`config.mk`:
```
export PLATFORM = sky130hd
export DESIGN_NAME = dmove_unit
export DESIGN_NICKNAME = d
export VERILOG_FILES = /design/src/rtl/dmove_pkg.sv /design/src/rtl/dmove_agen.sv /design/src/rtl/dmove_cost.sv /design/src/rtl/dmove_unit.sv
export SDC_FILE = /design/constraint.sdc
export NUM_CORES = 1
export LEC_CHECK = 0
export BUFFER_PORTS_ARGS = -buffer_cell sky130_fd_sc_hd__buf_2
export CORE_ASPECT_RATIO = 0.8
export CORE_UTILIZATION = 30
export DETAILED_ROUTE_END_ITERATION = 8
export PLACE_DENSITY = 0.56
export SETUP_SLACK_MARGIN = 0.5
export SYNTH_ARGS = -nofsm -noshare
export SYNTH_HDL_FRONTEND = slang
export SYNTH_SLANG_ARGS = --single-unit
```
`constraint.sdc`:
```
create_clock -name clk -period 3.8 [get_ports clk]
set_input_delay 0.76 -clock clk [delete_from_list [all_inputs] [get_ports clk]]
set_output_delay 0.76 -clock clk [all_outputs]
set_load 0.1 [all_outputs]
```
`src/rtl/dmove_pkg.sv`:
```
package dmove_pkg;
    localparam int AW   = 16;
    localparam int NREG = 10;
    localparam int NS_W = 8;
    localparam int NU_W = 6;

    typedef enum logic [2:0] {
        OP_RR     = 3'd0,
        OP_LIMM   = 3'd1,
        OP_SIMM   = 3'd2,
        OP_LD_IND = 3'd3,
        OP_ST_IND = 3'd4,
        OP_LD_DIR = 3'd5,
        OP_ST_DIR = 3'd6,
        OP_RSVD   = 3'd7
    } mv_op_e;

    typedef enum logic [1:0] {
        PM_NONE = 2'd0,
        PM_INC  = 2'd1,
        PM_DEC  = 2'd2,
        PM_ADDJ = 2'd3
    } pmod_e;

    localparam logic [3:0] SEL_STEPJ = 4'd4;
    localparam logic [3:0] SEL_BASE  = 4'd5;
    localparam logic [3:0] SEL_NS    = 4'd6;
    localparam logic [3:0] SEL_NU    = 4'd7;
    localparam logic [3:0] SEL_WO    = 4'd8;
endpackage

```
`src/rtl/dmove_agen.sv`:
```
module dmove_agen
    import dmove_pkg::*;
#(
    parameter int OFF_W = 5
) (
    input  mv_op_e                 op,
    input  logic [OFF_W-1:0]       offset,
    input  logic [AW-1:OFF_W]      base_hi,
    input  logic [AW-1:0]          ptr_val,
    input  logic [AW-1:0]          stepj,
    input  logic [1:0]             pmod,
    output logic [AW-1:0]          addr,
    output logic [AW-1:0]          ptr_next
);
    logic direct;

    always_comb begin
        direct = (op == OP_LD_DIR) || (op == OP_ST_DIR);
        addr   = direct ? {base_hi, offset} : ptr_val;
        case (pmod_e'(pmod))
            PM_INC:  ptr_next = ptr_val + 1'b1;
            PM_DEC:  ptr_next = ptr_val - 1'b1;
            PM_ADDJ: ptr_next = ptr_val + stepj;
            default: ptr_next = ptr_val;
        endcase
    end
endmodule

```
`src/rtl/dmove_cost.sv`:
```
module dmove_cost
    import dmove_pkg::*;
#(
    parameter int WAIT_W = 4,
    parameter int BANK_W = 2,
    parameter int EXT_W  = 2,
    parameter int CNT_W  = WAIT_W + 2
) (
    input  mv_op_e             op,
    input  logic [3:0]         dst,
    input  logic               from_cache,
    input  logic               pc_ext,
    input  logic [BANK_W-1:0]  pc_bank,
    input  logic [WAIT_W-1:0]  waits,
    input  logic [EXT_W-1:0]   addr_top,
    input  logic [BANK_W-1:0]  addr_bank,
    output logic [CNT_W-1:0]   total,
    output logic [1:0]         words,
    output logic               illegal
);
    logic is_mem, data_ext;

    always_comb begin
        is_mem   = (op == OP_LD_IND) || (op == OP_ST_IND) ||
                   (op == OP_LD_DIR) || (op == OP_ST_DIR);
        data_ext = is_mem && (addr_top == {EXT_W{1'b1}});
        illegal  = ((op == OP_LIMM) && from_cache) ||
                   ((op == OP_SIMM) && (dst > SEL_STEPJ)) ||
                   (op == OP_RSVD);
        words    = (op == OP_LIMM) ? 2'd2 : 2'd1;
        total    = (op == OP_SIMM) ? CNT_W'(1) : CNT_W'(2);
        if (pc_ext || data_ext)
            total = total + CNT_W'(waits);
        if (is_mem && !pc_ext && !data_ext && (addr_bank == pc_bank))
            total = total + CNT_W'(1);
        if (illegal)
            total = CNT_W'(1);
    end
endmodule

```
`src/rtl/dmove_unit.sv`:
```
module dmove_unit
    import dmove_pkg::*;
#(
    parameter int WAIT_W   = 4,
    parameter int BANK_W   = 2,
    parameter int BANK_LSB = 10,
    parameter int EXT_W    = 2,
    parameter int OFF_W    = 5,
    localparam int CNT_W   = WAIT_W + 2
) (
    input  logic               clk,
    input  logic               rst_n,
    input  logic               req_valid_i,
    output logic               req_ready_o,
    input  logic [2:0]         req_op_i,
    input  logic [3:0]         req_dst_i,
    input  logic [3:0]         req_src_i,
    input  logic [15:0]        req_imm_i,
    input  logic [1:0]         req_ptr_i,
    input  logic [1:0]         req_pmod_i,
    input  logic               req_cache_i,
    input  logic               pc_ext_i,
    input  logic [BANK_W-1:0]  pc_bank_i,
    input  logic [WAIT_W-1:0]  wait_cnt_i,
    output logic               mem_req_o,
    output logic               mem_we_o,
    output logic [15:0]        mem_addr_o,
    output logic [15:0]        mem_wdata_o,
    input  logic [15:0]        mem_rdata_i,
    output logic               done_o,
    output logic [CNT_W-1:0]   cycles_o,
    output logic [1:0]         words_o,
    output logic               illegal_o,
    output logic               bad_read_o
);
    typedef struct packed {
        logic [CNT_W-1:0]           cnt;
        logic [CNT_W-1:0]           total;
        logic [1:0]                 words;
        logic                       illegal;
        mv_op_e                     op;
        logic [3:0]                 dst;
        logic [3:0]                 src;
        logic [1:0]                 ptr;
        logic [1:0]                 pmod;
        logic [AW-1:0]              imm;
        logic [NREG-1:0][AW-1:0]    rf;
    } state_t;

    state_t st_d, st_q;

    function automatic logic [AW-1:0] rd_ext(input logic [NREG-1:0][AW-1:0] rf,
                                             input logic [3:0] sel);
        logic [AW-1:0] v;
        v = (int'(sel) < NREG) ? rf[sel] : '0;
        case (sel)
            SEL_NS:  return {{(AW-NS_W){v[NS_W-1]}}, v[NS_W-1:0]};
            SEL_NU:  return {{(AW-NU_W){1'b0}}, v[NU_W-1:0]};
            SEL_WO:  return '0;
            default: return v;
        endcase
    endfunction

    function automatic logic [AW-1:0] wr_fmt(input logic [3:0] sel, input logic [AW-1:0] v);
        case (sel)
            SEL_NS:  return {{(AW-NS_W){1'b0}}, v[NS_W-1:0]};
            SEL_NU:  return {{(AW-NU_W){1'b0}}, v[NU_W-1:0]};
            default: return v;
        endcase
    endfunction

    mv_op_e            req_op;
    logic [AW-1:0]     req_addr, req_pnext, exe_addr, exe_pnext;
    logic [CNT_W-1:0]  req_total;
    logic [1:0]        req_words;
    logic              req_illegal;
    logic              exe_cycle, exe_mem, exe_store;
    logic [AW-1:0]     src_val;

    assign req_op = mv_op_e'(req_op_i);

    dmove_agen #(.OFF_W(OFF_W)) u_agen_req (
        .op(req_op), .offset(req_imm_i[OFF_W-1:0]), .base_hi(st_q.rf[SEL_BASE][AW-1:OFF_W]),
        .ptr_val(st_q.rf[req_ptr_i]), .stepj(st_q.rf[SEL_STEPJ]), .pmod(req_pmod_i),
        .addr(req_addr), .ptr_next(req_pnext)
    );

    dmove_agen #(.OFF_W(OFF_W)) u_agen_exe (
        .op(st_q.op), .offset(st_q.imm[OFF_W-1:0]), .base_hi(st_q.rf[SEL_BASE][AW-1:OFF_W]),
        .ptr_val(st_q.rf[st_q.ptr]), .stepj(st_q.rf[SEL_STEPJ]), .pmod(st_q.pmod),
        .addr(exe_addr), .ptr_next(exe_pnext)
    );

    dmove_cost #(.WAIT_W(WAIT_W), .BANK_W(BANK_W), .EXT_W(EXT_W), .CNT_W(CNT_W)) u_cost (
        .op(req_op), .dst(req_dst_i), .from_cache(req_cache_i), .pc_ext(pc_ext_i),
        .pc_bank(pc_bank_i), .waits(wait_cnt_i), .addr_top(req_addr[AW-1:AW-EXT_W]),
        .addr_bank(req_addr[BANK_LSB+BANK_W-1:BANK_LSB]),
        .total(req_total), .words(req_words), .illegal(req_illegal)
    );

    // unused: req_pnext (cost only needs the access address)
    logic unused_ok;
    assign unused_ok = ^req_pnext;

    always_comb begin
        st_d      = st_q;
        exe_cycle = (st_q.cnt == CNT_W'(1));
        exe_mem   = (st_q.op == OP_LD_IND) || (st_q.op == OP_ST_IND) ||
                    (st_q.op == OP_LD_DIR) || (st_q.op == OP_ST_DIR);
        exe_store = (st_q.op == OP_ST_IND) || (st_q.op == OP_ST_DIR);
        src_val   = rd_ext(st_q.rf, st_q.src);

        if (st_q.cnt == '0) begin
            if (req_valid_i) begin
                st_d.cnt     = req_total;
                st_d.total   = req_total;
                st_d.words   = req_words;
                st_d.illegal = req_illegal;
                st_d.op      = req_op;
                st_d.dst     = req_dst_i;
                st_d.src     = req_src_i;
                st_d.ptr     = req_ptr_i;
                st_d.pmod    = req_pmod_i;
                st_d.imm     = req_imm_i;
            end
        end else begin
            st_d.cnt = st_q.cnt - CNT_W'(1);
        end

        if (exe_cycle && !st_q.illegal) begin
            if (st_q.op == OP_LD_IND || st_q.op == OP_ST_IND)
                st_d.rf[st_q.ptr] = exe_pnext;
            if (int'(st_q.dst) < NREG) begin
                case (st_q.op)
                    OP_RR:     st_d.rf[st_q.dst] = wr_fmt(st_q.dst, src_val);
                    OP_LIMM:   st_d.rf[st_q.dst] = wr_fmt(st_q.dst, st_q.imm);
                    OP_SIMM:   st_d.rf[st_q.dst] = {7'b0, st_q.imm[8:0]};
                    OP_LD_IND,
                    OP_LD_DIR: st_d.rf[st_q.dst] = wr_fmt(st_q.dst, mem_rdata_i);
                    default:   ;
                endcase
            end
        end
    end

    always_ff @(posedge clk or negedge rst_n) begin
        if (!rst_n) st_q <= '0;
        else        st_q <= st_d;
    end

    assign req_ready_o = (st_q.cnt == '0);
    assign done_o      = exe_cycle;
    assign cycles_o    = st_q.total;
    assign words_o     = st_q.words;
    assign illegal_o   = exe_cycle && st_q.illegal;
    assign bad_read_o  = exe_cycle && !st_q.illegal && (st_q.src == SEL_WO) &&
                         ((st_q.op == OP_RR) || exe_store);
    assign mem_req_o   = exe_cycle && !st_q.illegal && exe_mem;
    assign mem_we_o    = mem_req_o && exe_store;
    assign mem_addr_o  = exe_addr;
    assign mem_wdata_o = src_val;
endmodule

```
# ---- Word level (Yosys, flattened, before mapping)
# Cells that the tools add are included.
dict set report totals {
  register_bits 206
  in_bits 58
  elab_cells 137
  out_inout_bits 46
}
dict set report op_classes {
  n_mux 43
  magnitude_cmp 9
  addsub 6
  n_eq_ne 25
  reduce_logical 34
}
# operator count
set op_table {}
lappend op_table {{$bwmux W160} 5}
lappend op_table {{$pmux W160 S4} 1}
lappend op_table {{$mux W160} 3}
lappend op_table {{$mux W16} 17}
lappend op_table {{$pmux W16 S2} 3}
lappend op_table {{$pmux W16 S3} 2}
lappend op_table {{$bmux W16 S2} 2}
lappend op_table {{$bmux W16 S4} 1}
lappend op_table {{$demux W16 S4} 1}
lappend op_table {{$mux W46} 1}
lappend op_table {{$demux W16 S2} 1}
lappend op_table {{$mux W6} 4}
lappend op_table {{$eq A3 B3 Y1 const B} 7}
lappend op_table {{$add A16 B1 Y16 const B} 1}
lappend op_table {{$add A16 B16 Y16} 1}
lappend op_table {{$eq A4 B3 Y1 const B} 4}
lappend op_table {{$sub A16 B1 Y16 const B} 1}
lappend op_table {{$logic_and A1 B1 Y1} 14}
lappend op_table {{$logic_or A1 B1 Y1} 13}
lappend op_table {{$eq A3 B2 Y1 const B} 4}
lappend op_table {{$lt A2 B5 Y1 const B} 2}
lappend op_table {{$lt A4 B5 Y1 const B} 2}
lappend op_table {{$lt A4 B4 Y1 const B} 2}
lappend op_table {{$add A6 B1 Y6 const B} 1}
lappend op_table {{18 further kinds} 24}

# ---- Logic depth before layout (Yosys ltp)
dict set report logic_depth {
  depth_word 12
  mapped_depth 12
}

# ---- By module
# A second synthesis with hierarchy kept.
dict set report hier_totals {
  hier_cells 1955
  hier_area_um2 16030.4
}
# module area_each_um2 instances cells_per_inst seq_area_each_um2
set by_module_without_submodules {}
lappend by_module_without_submodules {dmove_unit 13100.1 1 1553 4479.3}
lappend by_module_without_submodules {{dmove_agen (u_agen_req)} 1310.0 1 180 0.0}
lappend by_module_without_submodules {{dmove_agen (u_agen_exe)} 1272.5 1 175 0.0}
lappend by_module_without_submodules {dmove_cost 347.8 1 47 0.0}

# ---- Least setup slack after synthesis
# Ideal clock, no wire load.
dict set report synth_path {
  path_kind {reg2out}
  startpoint {register st_q[201] (netlist name)}
  endpoint {output bad_read_o}
  n_path_buf 1
  stages_incl_launch_ff 7
  slack_ns -1.233
  required_time_ns 3.040
  arrival_time_ns 4.273
  cell_sequence {dfrtp_1 inv_1 ha_1 nor3b_1 nand2_2 clkbuf_8 nor4_1}
}
dict set report synth_via {
  elab_chain_cells 4
}
# element line_no
set synth_lines {}
lappend synth_lines {{start: declaration} dmove_unit.sv:50} ;# state_t st_d, st_q;
lappend synth_lines {{start signal: assignment} dmove_unit.sv:148} ;# else st_q <= st_d;
lappend synth_lines {{$eq A6 B1 Y1} dmove_unit.sv:107} ;# exe_cycle = (st_q.cnt == CNT_W'(1));
lappend synth_lines {{$logic_and A1 B1 Y1 (3 in series)} dmove_unit.sv:156} ;# assign bad_read_o = exe_cycle && !st_q.illegal && (st_q.src == SEL_WO) &&
lappend synth_lines {{end: declaration} dmove_unit.sv:34} ;# output logic bad_read_o
# Every way passes these cells.

# ---- Final worst setup path
dict set report layout_path {
  startpoint {register st_q[180] (netlist name)}
  endpoint {output mem_wdata_o[10]}
}
dict set report layout_via {
  elab_chain_cells 4
  elab_cells_between_ends 8
  classes_between {order compare (1); eq/ne (3); mux (4)}
}
# element line_no
set layout_lines {}
lappend layout_lines {{$bmux W16 S4} dmove_unit.sv:55} ;# v = (int'(sel) < NREG) ? rf[sel] : '0;
lappend layout_lines {{$mux W16 (not written as such)} dmove_unit.sv:55}
lappend layout_lines {{$mux W16} dmove_unit.sv:55}
lappend layout_lines {{$pmux W16 S3 (*)} dmove_unit.sv:56} ;# case (sel)
lappend layout_lines {{end: declaration} dmove_unit.sv:28} ;# output logic [15:0] mem_wdata_o,
# Mark *: on every way between the ends. The rest lies on a longest branch, timed or not. The select of a mux whose other input is x is not followed.

==> summary.md <==
| Metric | Value |
|---|---|
| Status | `completed` |
| Final Critical Period | `3.53 ns` |
| Root Driver | `clkbuf_16` |
| Mapped cell area | `13800 sq um` |
| Critical path class | `reg2out` |
| Most area-consuming cells after synthesis | `dfrtp_1 (33%), a21oi_1 (6.7%), mux4_2 (5.7%), nand2_1 (5.5%), nor2_1 (4.4%)` |
| Final net count | `1806` |
| Most frequent cells in the layout | `nand2_1 (199), a21oi_1 (183), dfrtp_1 (178)` |
| Avg Inst Size Synth | `8.42 sq um` |
| Ys async rst share | `100%` |
| Distinct cell type count after synthesis | `97` |
| Die area | `46900 sq um` |
| Seq/Total Area, Yosys | `33.3%` |
| Antenna-violating nets left | `0` |
| Detailed Route WL | `59400 um` |
| Worst skew pair latency | `0.47 ns` |
| Avg WL per Cell | `25.4 um` |
| I/O Pins | `104` |
| Area Overhead vs Synth | `21.6%` |
| CTS tree | `yes` |
| Layout cells sized above 1 | `23.9%` |
| Fmax | `0.283 GHz` |
| Core area | `44900 sq um` |
| Slowest cell delay on critical path | `0.57 ns` |
| Drt via density | `6.13` |
| Post-Syn Instances | `1642` |
| RSZ-0062 raised after global routing | `true` |
| # diodes | `0` |
| Hold Violations, Final | `0` |
| CP bufs+invs | `1` |
| Initial DRT Pass Iterations | `8` |
| Die height | `194 um` |
| Dominant cell type by area after synthesis | `dfrtp_1` |
| Syn_nets | `1722` |
| Initial Util | `30.8%` |
| Initial antenna violation count | `1` |
| Hold_buf cts | `0` |
| Worst-Margin Slew | `1.12 ns` |
| CTS max path bufs | `2` |
| Slew HR | `25.4%` |
| WP data required | `3.04 ns` |
| DR DRC count | `0` |
| Finish-stage setup viols | `0` |
| Max_cap viols | `0` |
| Vias in the first global route | `13498` |
| Die width | `242 um` |
| Post-DP HPWL | `44900 um` |
| Top delay family on crit path | `multiplexers` |
| Fin crit share | `93.0%` |
| Worst hold slack | `0.381 ns` |
| Leading cell type in the layout, fill and taps excluded | `nand2_1` |
| CP Launch Type | `register` |
| Synthesized flop and latch total | `184` |
| Largest net degree at the start of global routing | `93` |
| Max-slew violations | `0` |
| Critical Path End Type | `output port` |
| Crit-path max FO | `6` |
| TritonCTS Buffers | `17` |
| Total number of yosys warnings | `0` |
| Crit path DAT | `2.77 ns` |
| Top cell type's share of synthesized area | `33.3%` |
| Critical-path top delay cell | `dfrtp_4` |
| # rows | `69` |
| First-pass GRT wire length | `88800 um` |
| Crit-path cells | `mux2i_2 -> mux4_2 -> or4_4 -> or2b_4 -> buf_12` |
| Worst hold-check path type | `in2async` |
| H-tree depth | `4` |
| Clock Sinks | `184` |
| Worst Skew | `0.0130 ns` |
| Clock transition at path regs | `0.08 ns` |
| Ys flop type | `dfrtp_1` |
| Port Buf Inserts | `103` |
| GRT Residual Overflow | `0` |
| Placer Congestion | `0.984` |
| Post-synth EDFFs | `0` |
| Via count | `14355` |
| Total track usage | `25.0%` |
| Iteration-0 DRC Markers | `2148` |
[state kept, by name, indices dropped and copies added, names as in the netlist]
register	flops
words_o	2
cycles_o	6
st_q	176
[cell families after synthesis]
kind of cell               count (synthesis)  share of synthesized area [%]
muxes                                    115                           11.7
xor gates and xnor gates                  15                          0.951
and+or+nand+nor                          531                           18.0
DFF                                      184                           33.3
AOI/OAI and AO/OA                        608                           28.1
adders and majority gates                 22                           2.10
buffers and inverters                    167                           5.88
[per-stage QoR]
step / util, % / setup slack, ns / cell area (sq um) / setup TNS, ns / instances
CTS: 37.0 / 0.226 / 16600 / 0 / 2337
detailed placement: 34.6 / 0.212 / 15500 / 0 / 2286
finish: 37.4 / 0.267 / 16800 / 0 / 2342
floorplan: - / -0.0647 / 13900 / -0.0647 / 1642
global placement: 34.6 / 0.217 / 15500 / 0 / 2286
global route: 37.4 / 0.255 / 16800 / 0 / 2342
[worst reg2reg max path: cells and delay by family, from the launching register on]
family	cells	cell delay (ns)
AO/OA/AOI/OAI	3	0.87
flip-flops	1	0.61
AND/OR/NAND/NOR	3	1.75
[Yosys cell counts, drive strengths merged (22+ instances only)]
library cell / number
o21ai: 126
mux2i: 57
dfrtp: 184
buf: 53
nand3: 24
a31oi: 48
a21oi: 190
nand2: 205
nor2: 165
mux4: 35
clkbuf: 99
o22ai: 52
o21a: 22
mux2: 23
and2: 26
[layout make-up]
cell class / count / area [sq um]
fill: 4581 / 28100
multi-input combinational: 1292 / 8900
sequential: 184 / 4610
timing repair buffer: 216 / 1890
tap: 603 / 754
clock buffer: 18 / 439
clock inverter: 14 / 151
inverter: 15 / 57.6
[metal layers]
layer  global-route usage, %  part of all wire, %  vias to the layer above  routed length [um]
li1                        -                    -                     6280                   -
met1                    36.2                   44                     7078               26300
met2                    34.9                   41                      916               24100
met3                    9.70                   14                       81                8040
met4                    5.04                  1.6                        0                 952
met5                       0                    0                        -                   0
[timing repair]
item / 4_1_cts / 5_1_grt
cloned: 1 / 0
pin swaps: 11 / 14
buffers inserted: 18 / 5
gates resized for setup: 75 / 38
endpoints found under the setup margin: 37 / 44
[path summary, 6_finish.rpt]
| kind | cells past startpoint | from | slack, ns | end |
|---|---|---|---|---|
| setup / recovery | 5 | st_q[180] | 0.27 | mem_wdata_o[10] |
| hold / removal | 1 | rst_n | 0.38 | st_q[30] |
| setup reg to reg | 6 | st_q[189] | 0.46 | st_q[45] |
| hold reg to reg | 1 | words_o[1] | 0.48 | words_o[1] |
| max in group asynchronous | 2 | rst_n | 2.58 | st_q[145] |
| min in group clk | 3 | req_imm_i[1] | 0.47 | st_q[161] |
Power is not shown: default switching activity piles up to over one toggle a cycle in this logic, so the estimate is an artifact.
